File: config.mk
export PLATFORM = sky130hd
export DESIGN_NAME = fixed_period_pulse_gen
export DESIGN_NICKNAME = d
export VERILOG_FILES = /design/src/rtl/fpp_pkg.sv /design/src/rtl/fpp_arm_ctrl.sv /design/src/rtl/fpp_train.sv /design/src/rtl/fixed_period_pulse_gen.sv
export SDC_FILE = /design/constraint.sdc
export NUM_CORES = 1
export LEC_CHECK = 0
export CORE_UTILIZATION = 35
export DETAILED_ROUTE_END_ITERATION = 8
export DONT_BUFFER_PORTS = 1
export SYNTH_ARGS = -nofsm -noshare
export SYNTH_HDL_FRONTEND = slang
export SYNTH_SLANG_ARGS = --single-unit
File: constraint.sdc
create_clock -name clk -period 13.1 [get_ports clk]
set_input_delay 1.965 -clock clk [delete_from_list [all_inputs] [get_ports clk]]
set_output_delay 1.965 -clock clk [all_outputs]
set_load 0.01 [all_outputs]
File: src/rtl/fpp_pkg.sv
package fpp_pkg;

    // Arming sequence shared by all trains
    typedef enum logic [1:0] {
        ARM_IDLE = 2'd0,
        ARM_WAIT = 2'd1,
        ARM_RUN  = 2'd2
    } arm_state_e;

    // Highest event-vector bit; train i drives bit EVT_TOP_BIT - i
    localparam int EVT_TOP_BIT = 7;

    function automatic int evt_bit_of(input int train);
        return EVT_TOP_BIT - train;
    endfunction

endpackage

File: src/rtl/fpp_arm_ctrl.sv
module fpp_arm_ctrl
    import fpp_pkg::*;
(
    input  logic clk,
    input  logic rst,
    input  logic enable,
    input  logic alarm_hit,
    input  logic realign_dis,
    output logic running,
    output logic phase_load
);
    arm_state_e state_q;

    // An alarm is accepted while waiting, or while running if realignment is allowed
    assign phase_load = enable && alarm_hit &&
                        ((state_q == ARM_WAIT) ||
                         ((state_q == ARM_RUN) && !realign_dis));
    assign running = (state_q == ARM_RUN);

    always_ff @(posedge clk) begin
        if (rst || !enable) begin
            state_q <= ARM_IDLE;
        end else begin
            unique case (state_q)
                ARM_IDLE: state_q <= ARM_WAIT;
                ARM_WAIT: if (alarm_hit) state_q <= ARM_RUN;
                ARM_RUN:  state_q <= ARM_RUN;
                default:  state_q <= ARM_IDLE;
            endcase
        end
    end
endmodule

File: src/rtl/fpp_train.sv
module fpp_train #(
    parameter int IVL_W  = 32,
    parameter int STEP_W = 10
) (
    input  logic              clk,
    input  logic              rst,
    input  logic              enable,
    input  logic              running,
    input  logic              phase_load,
    input  logic              tick,
    input  logic [STEP_W-1:0] step,
    input  logic [IVL_W-1:0]  interval,
    output logic              pulse
);
    logic [IVL_W-1:0] remain_q;
    logic [IVL_W-1:0] step_ext;
    logic [IVL_W-1:0] deficit;
    logic [IVL_W-1:0] reload;
    logic             due;

    assign step_ext = IVL_W'(step);
    assign due      = (remain_q <= step_ext);
    assign deficit  = step_ext - remain_q;
    // Carry the overshoot into the next period, floored at zero
    assign reload   = (interval > deficit) ? (interval - deficit) : '0;

    always_ff @(posedge clk) begin
        if (rst || !enable) begin
            remain_q <= '0;
            pulse    <= 1'b0;
        end else begin
            pulse <= 1'b0;
            if (phase_load) begin
                remain_q <= step_ext;       // next tick lands on the boundary
            end else if (running && tick) begin
                if (due) begin
                    pulse    <= 1'b1;
                    remain_q <= reload;
                end else begin
                    remain_q <= remain_q - step_ext;
                end
            end
        end
    end
endmodule

File: src/rtl/fixed_period_pulse_gen.sv
module fixed_period_pulse_gen
    import fpp_pkg::*;
#(
    parameter int NUM_TRAINS = 3,
    parameter int IVL_W      = 32,
    parameter int STEP_W     = 10,
    parameter int NUM_LOOP   = 2,
    parameter int EVT_W      = 8
) (
    input  logic                        clk,
    input  logic                        rst,
    input  logic                        timer_en,
    input  logic                        start_ind,
    input  logic                        realign_dis,
    input  logic [NUM_LOOP-1:0]         loop_en,
    input  logic                        tick,
    input  logic [STEP_W-1:0]           step,
    input  logic                        alarm_hit,
    input  logic [NUM_TRAINS*IVL_W-1:0] interval,
    output logic [NUM_TRAINS-1:0]       pulse_out,
    output logic [EVT_W-1:0]            evt_vec,
    output logic [NUM_LOOP-1:0]         loop_trig
);
    logic enable;
    logic running;
    logic phase_load;

    assign enable = timer_en && start_ind;

    fpp_arm_ctrl u_ctrl (
        .clk         (clk),
        .rst         (rst),
        .enable      (enable),
        .alarm_hit   (alarm_hit),
        .realign_dis (realign_dis),
        .running     (running),
        .phase_load  (phase_load)
    );

    for (genvar i = 0; i < NUM_TRAINS; i++) begin : g_train
        fpp_train #(
            .IVL_W  (IVL_W),
            .STEP_W (STEP_W)
        ) u_train (
            .clk        (clk),
            .rst        (rst),
            .enable     (enable),
            .running    (running),
            .phase_load (phase_load),
            .tick       (tick),
            .step       (step),
            .interval   (interval[i*IVL_W +: IVL_W]),
            .pulse      (pulse_out[i])
        );
    end

    always_comb begin
        evt_vec = '0;
        for (int i = 0; i < NUM_TRAINS; i++) begin
            evt_vec[evt_bit_of(i)] = pulse_out[i];
        end
    end

    for (genvar k = 0; k < NUM_LOOP; k++) begin : g_loop
        assign loop_trig[k] = pulse_out[k] && loop_en[k];
    end
endmodule

# Word-level counts from Yosys, hierarchy flattened
# Index checks and enable logic that the tools add are counted.
word_totals:
  regBits: 101
  latchBits: 0
  ram_bits: 0
  mem_bits_ro: 0
  out_inout_bits: 13
  elab_cells: 61
  mem_count: 0
op_classes:
  n_addsub: 9
  mul: 0
  div: 0
  order_cmp: 6
  eq_ne: 3
  n_shift: 0
  mux: 17
  n_bitwise: 1
  n_reduce_logical: 15
op_table:
  columns: ["op", "n"]
  rows:
  - ["$mux W32", 6]
  - ["$gt A32 B32 Y1", 3]
  - ["$le A32 B10 Y1", 3]
  - ["$sub A10 B32 Y32", 3]
  - ["$sub A32 B10 Y32", 3]
  - ["$sub A32 B32 Y32", 3]
  - ["$mux W10", 6]
  - ["$logic_and A1 B1 Y1", 7]
  - ["$pmux W2 S3", 1]
  - ["$mux W1", 3]
  - ["$reduce_or A3 Y1", 1]
  - ["$eq A2 B1 Y1 const B", 1]
  - ["$eq A2 B2 Y1 const B", 1]
  - ["$logic_not A1 Y1", 2]
  - ["$logic_not A2 Y1", 1]
  - ["$logic_or A1 B1 Y1", 2]
  - ["$mux W2", 1]
  - ["$ne A2 B2 Y1 const B", 1]
  - ["$reduce_bool A2 Y1", 1]
  - ["$reduce_or A2 Y1", 1]
  - ["$not A1 Y1", 1]

# Logic depth before layout (Yosys ltp)
logic_depth:
  depth_word: 6
  ltp_mapped: 26
  depth_no_buf: 23

# Cells and area by module
# Synthesis repeated with hierarchy kept, for this count alone.
hier_totals:
  cells_unflattened: 2143
  area_unflattened_um2: 15154.5
modules_own_cells:
  columns: ["module", "n_inst", "cells_each", "area_each_um2", "seq_area_each_um2"]
  rows:
  - ["fpp_train at g_train[2].u_train", 1, 724, 5081.1, 660.6]
  - ["fpp_train at g_train[0].u_train", 1, 712, 5008.6, 660.6]
  - ["fpp_train at g_train[1].u_train", 1, 678, 4832.1, 660.6]
  - ["fpp_arm_ctrl", 1, 17, 150.1, 40.0]
  - ["fixed_period_pulse_gen", 1, 12, 82.6, 0.0]

# Worst setup path before layout
# No wires, ideal clock.
synth_path:
  path_type: "input port to flip-flop"
  startpoint: "input step[0]"
  endpoint: "register g_train[2].u_train.remain_q[7]"
  setup_ns: 0.086
  arrival_time_ns: 6.662
  required_time_ns: 13.014
  setup_slack_ns: 6.352
  path_stages: 26
  n_path_buf: 3
  cell_sequence: "inv_1 -> ha_1 -> inv_1 -> fa_1 -> a21o_1 -> a21oi_1 -> nor2b_1 -> o21a_1 -> or4_1 -> a31o_2 -> a21oi_1 -> clkbuf_1 -> nor4_1 -> xor2_1 -> ha_1 -> clkbuf_1 -> nand2_1 -> o21ai_0 -> o21bai_1 -> o21ai_0 -> o41ai_1 -> and3_1 -> and2_1 -> clkbuf_1 -> a21oi_1 -> a211oi_1"
synth_via:
  elab_chain_cells: 6
  word_cells_on_any_way: 9
  classes_between: "3 x add/sub; 2 x order compare; 4 x mux"
synth_lines:
  columns: ["element", "line_no", "text"]
  rows:
  - ["start: declaration", "fixed_period_pulse_gen.sv:17", "input logic [STEP_W-1:0] step,"]
  - ["$sub A10 B32 Y32", "fpp_train.sv:23", "assign deficit = step_ext - remain_q;"]
  - ["$sub A32 B32 Y32 or $gt A32 B32 Y1 (tied branches)", "fpp_train.sv:25", "assign reload = (interval > deficit) ? (interval - deficit) : '0;"]
  - ["$mux W32", "fpp_train.sv:25", null]
  - ["$mux W32 *", "fpp_train.sv:36", "if (due) begin"]
  - ["$mux W10 *", "fpp_train.sv:35", "end else if (running && tick) begin"]
  - ["$mux W10 *", "fpp_train.sv:33", "if (phase_load) begin"]
  - ["end signal: assignment", "fpp_train.sv:34", "remain_q <= step_ext;"]
  - ["end signal: assignment", "fpp_train.sv:38", "remain_q <= reload;"]
  - ["end signal: assignment", "fpp_train.sv:40", "remain_q <= remain_q - step_ext;"]
  - ["end: declaration", "fpp_train.sv:15", "logic [IVL_W-1:0] remain_q;"]
# Mark *: on every way between the ends. The rest lies on a longest branch, timed or not. The select of a mux whose other input is x is not followed.
# A chain may end at the register's enable or synchronous reset.

# Worst setup path after layout
layout_path:
  startpoint: "input step[0]"
  endpoint: "register g_train[2].u_train.remain_q[4]"
# The elaborated chain is that of the path after synthesis.

==> reports/results.tsv <==
metric	value	unit
gr-usage-met1	0.308	
synthDistinctLibCells	82	
die_w	208	um
crit_path_top_delay_cell	a21oi_1	
rows	75	
ys_warn_count	0	
grt-busiest-layer	met2	
wl_per_cell	20.3	um
grt-ovfl-total	0	
nets	2302	
post_cts_buffers	0	
final_util	0.368	
crit_cells	22	
worst_slew_pin_slew	1.10	ns
worstPathArrival	7.76	ns
p_sw_frac	0.424	
combPwrFrac	0.487	
cap_violations	0	
crit_chain	inv_1, ha_1, inv_1, fa_1, a21o_1, a21oi_1, nor2b_1, o21a_1, or4_1, a31o_2, a21oi_1, nor4_1, xor2_1, ha_1, nand2_1, o21ai_0, o21bai_1, o21ai_0, o41ai_1, and3_1, a221oi_1, a2111oi_0	
vias	15507	
portBuffers	0	
initial_core_util	0.355	
vias_per_cell	6.04	
die-area	43200	um^2
critPathCaptureType	register	
startpoint	step[0]	
drive_gt1_frac	0.0307	
grt_antenna_before_repair	8	
drt_iter0_markers	1342	
worst-r2r-setup-slack	7.01	ns
finalHoldViolCount	0	
p_int	0.000644	W
syn_inst	2110	
cpLargestDelayFamily	compound AO/OA/AOI/OAI gates	
ys_seq_area_frac	0.136	
post-route-drc-count	0	
grtUsageMet3	0.0361	
finalSetupViolations	0	
grt_pass1_vias	14833	
grt_setup_unrepaired	no	
synth_flop_cell	dfxtp_1	
clock_skew	0.0171	ns
wl	52200	um
die_h	208	um
drt_first_pass_iters	6	
placed_cells_incl_taps	2547	
slew_violations	0	
pwr-share-seq	0.275	
clock_latency	0.38	ns
postCtsHoldBufs	0	
cts_tree	built	
r2r_end	g_train[2].u_train.remain_q[4]	
syn_area_per_cell	7.03	um^2
ys_ff_latch	101	
track_usage	0.236	
grt_max_degree	64	
syn-cell-area	14800	um^2
cp_data_required_time	13.35	ns
status	finished, final reports clean	
critPathCapture	g_train[2].u_train.remain_q[4]	
area_growth	3.74	%
finalCriticalPeriod	7.52	ns
hold_path_class	register to register	
worstSetupStartpointType	input port	
maxSlewHeadroom	0.256	
clockBufferDepth	2	
cpPeakStageDelay	0.82	ns
critPathKind	input port to register	
ir_worst_vdd	54.6	uV
fmax	133	MHz
core_area	41900	um^2
cts_buffers	9	
instances_no_fill	2567	
gp_congestion	0.945	
power.density	72.7	nW/um^2
cts_resized	0	
cp_num_buf_inv	2	
dp_hpwl	40900	um
regToRegStartpoint	g_train[2].u_train.remain_q[0]	
totalNegativeSetupSlack	0	ns
ant_nets	0	
htreeDepth	3	
path_clk_slew	0.07	ns
ys_async_sr_fraction	0	
ff2ff_path_depth	21	
leakage	6.29	nW
grt.met2_usage	0.395	
synth-edff-count	0	
io-pin-count	128	
grt_pass1_wl	81900	um
power_switching	0.000474	W
worst-path-max-fanout	11	
clkPwrFrac	0.238	
clkSinkCount	101	
fin_crit_sh	0.574	
root_buffer	clkbuf_16	
-- cell families (layout without fill, tap and decap cells) --
logic type | Yosys count | in the layout | synth area share
adder cells (fa/ha/maj) | 168 | 168 | 0.146
XOR/XNOR | 187 | 187 | 0.110
AO/OA/AOI/OAI | 688 | 688 | 0.293
multiplexers | 14 | 14 | 0.00944
buffers and inverters | 209 | 117 | 0.0577
other | 1 | 11 | 0.000253
flip-flops | 101 | 101 | 0.136
AND/OR/NAND/NOR | 742 | 742 | 0.247
-- power groups by stage --
stage | combinational [W] | clock [W] | sequential, W
final | 0.000545 | 0.000267 | 0.000308
after global routing | 0.000594 | 0.000280 | 0.000308
after CTS | 0.000535 | 0.000269 | 0.000308
after detailed placement | 0.000530 | 0 | 0.000315
after global placement | 0.000528 | 0 | 0.000315
after floorplan | 0.000403 | 0 | 0.000315
-- stage by stage --
step	hold WS, ns	power (W)	instance area, um^2	setup slack [ns]
floorplan	0.459	0.000718	14900	6.35
global placement	0.475	0.000843	15100	5.43
detailed placement	0.481	0.000845	15100	5.34
CTS	0.492	0.00111	15400	5.69
global route	0.521	0.00118	15400	5.14
finish	0.493	0.00112	15400	5.58
-- flip-flops by register name, indices dropped and copies added, names as in the netlist --
signal                    cells
u_ctrl.state_q                2
g_train.u_train.remain_q     96
g_train.u_train.pulse         3
-- placed cells by master, fill, tap and decap left out, types with 18 or more instances in the layout --
cell type | Yosys | layout
or3_1 | 37 | 37
a21o_1 | 60 | 60
o21a_1 | 25 | 25
nor4_1 | 30 | 30
nor2b_1 | 30 | 30
a211oi_1 | 29 | 29
o21ai_0 | 158 | 158
a31oi_1 | 28 | 28
a21oi_1 | 200 | 200
nand3_1 | 57 | 57
dfxtp_1 | 101 | 101
nor3_1 | 91 | 91
nand4_1 | 21 | 21
and2_1 | 19 | 18
xnor2_1 | 96 | 96
ha_1 | 159 | 159
o22ai_1 | 30 | 30
nand2b_1 | 29 | 29
nor2_1 | 174 | 174
inv_1 | 89 | 89
and3_1 | 21 | 21
nand2_1 | 176 | 175
xor2_1 | 91 | 91
-- layout make-up --
cell class / count / area [um^2]
antenna: 6 / 15.0
clock buffer: 10 / 229
clock inverter: 4 / 27.5
fill: 4534 / 26500
inverter: 89 / 334
multi-input combinational: 1804 / 12000
sequential: 101 / 2020
tap: 539 / 674
timing repair buffer: 14 / 105
-- layer usage --
layer,vias to the layer above,share of wire
li1,7518,-
met1,7351,0.44
met2,551,0.47
met3,85,0.065
met4,2,0.027
met5,-,0.00019
-- worst min-delay path by stage --
stage | startpoint | to | slack, ns | cells past startpoint
after detailed placement | g_train[0].u_train.remain_q[8] | g_train[0].u_train.remain_q[8] | 0.48 | 2
after global routing | g_train[0].u_train.remain_q[8] | g_train[0].u_train.remain_q[8] | 0.52 | 2
final | g_train[0].u_train.remain_q[8] | g_train[0].u_train.remain_q[8] | 0.49 | 2
after floorplan | g_train[0].u_train.remain_q[8] | g_train[0].u_train.remain_q[8] | 0.46 | 2
after CTS | g_train[0].u_train.remain_q[8] | g_train[0].u_train.remain_q[8] | 0.49 | 2
after global placement | g_train[2].u_train.remain_q[8] | g_train[2].u_train.remain_q[8] | 0.48 | 2
-- synthesized netlist by cell type (10+ instances only) --
| library cell | instances | area (um^2) |
|---|---|---|
| buf_4 | 12 | 90.1 |
| nand2_1 | 176 | 661 |
| ha_1 | 159 | 1990 |
| a221oi_1 | 14 | 123 |
| a22oi_1 | 10 | 75.1 |
| o31a_1 | 10 | 87.6 |
| and3_1 | 21 | 131 |
| or4_1 | 15 | 113 |
| o21bai_1 | 14 | 105 |
| o211ai_1 | 14 | 105 |
| nor2_1 | 174 | 653 |
| a21o_1 | 60 | 450 |
| dfxtp_1 | 101 | 2020 |
| nor2b_1 | 30 | 188 |
| clkbuf_1 | 97 | 364 |
| or3_1 | 37 | 231 |
| mux2i_1 | 14 | 140 |
| nor4_1 | 30 | 188 |
| nand2b_1 | 29 | 181 |
| o31ai_1 | 14 | 105 |
| o21a_1 | 25 | 188 |
| a21boi_0 | 12 | 90.1 |
| o21ai_0 | 158 | 791 |
| a21oi_1 | 200 | 1000 |
| xnor2_1 | 96 | 841 |
| or2_2 | 14 | 87.6 |
| o22ai_1 | 30 | 188 |
| nand4_1 | 21 | 131 |
| inv_1 | 89 | 334 |
| a31oi_1 | 28 | 175 |
| a211oi_1 | 29 | 218 |
| and2_1 | 19 | 119 |
| xor2_1 | 91 | 797 |
| nand3_1 | 57 | 285 |
| nor3_1 | 91 | 455 |
-- worst register-to-register path, cell delays in order (launching register included) --
cell	delay [ns]
dfxtp_1	0.34
ha_1	0.17
inv_1	0.06
fa_1	0.41
a21o_1	0.19
a21oi_1	0.21
nor2b_1	0.08
o21a_1	0.18
or4_1	0.42
a31o_2	0.25
a21oi_1	0.82
nor4_1	0.14
xor2_1	0.20
ha_1	0.43
nand2_1	0.07
o21ai_0	0.20
o21bai_1	0.14
o21ai_0	0.15
o41ai_1	0.38
and3_1	0.63
a221oi_1	0.16
a2111oi_0	0.36
No activity file was read; power rests on OpenSTA's default activity.
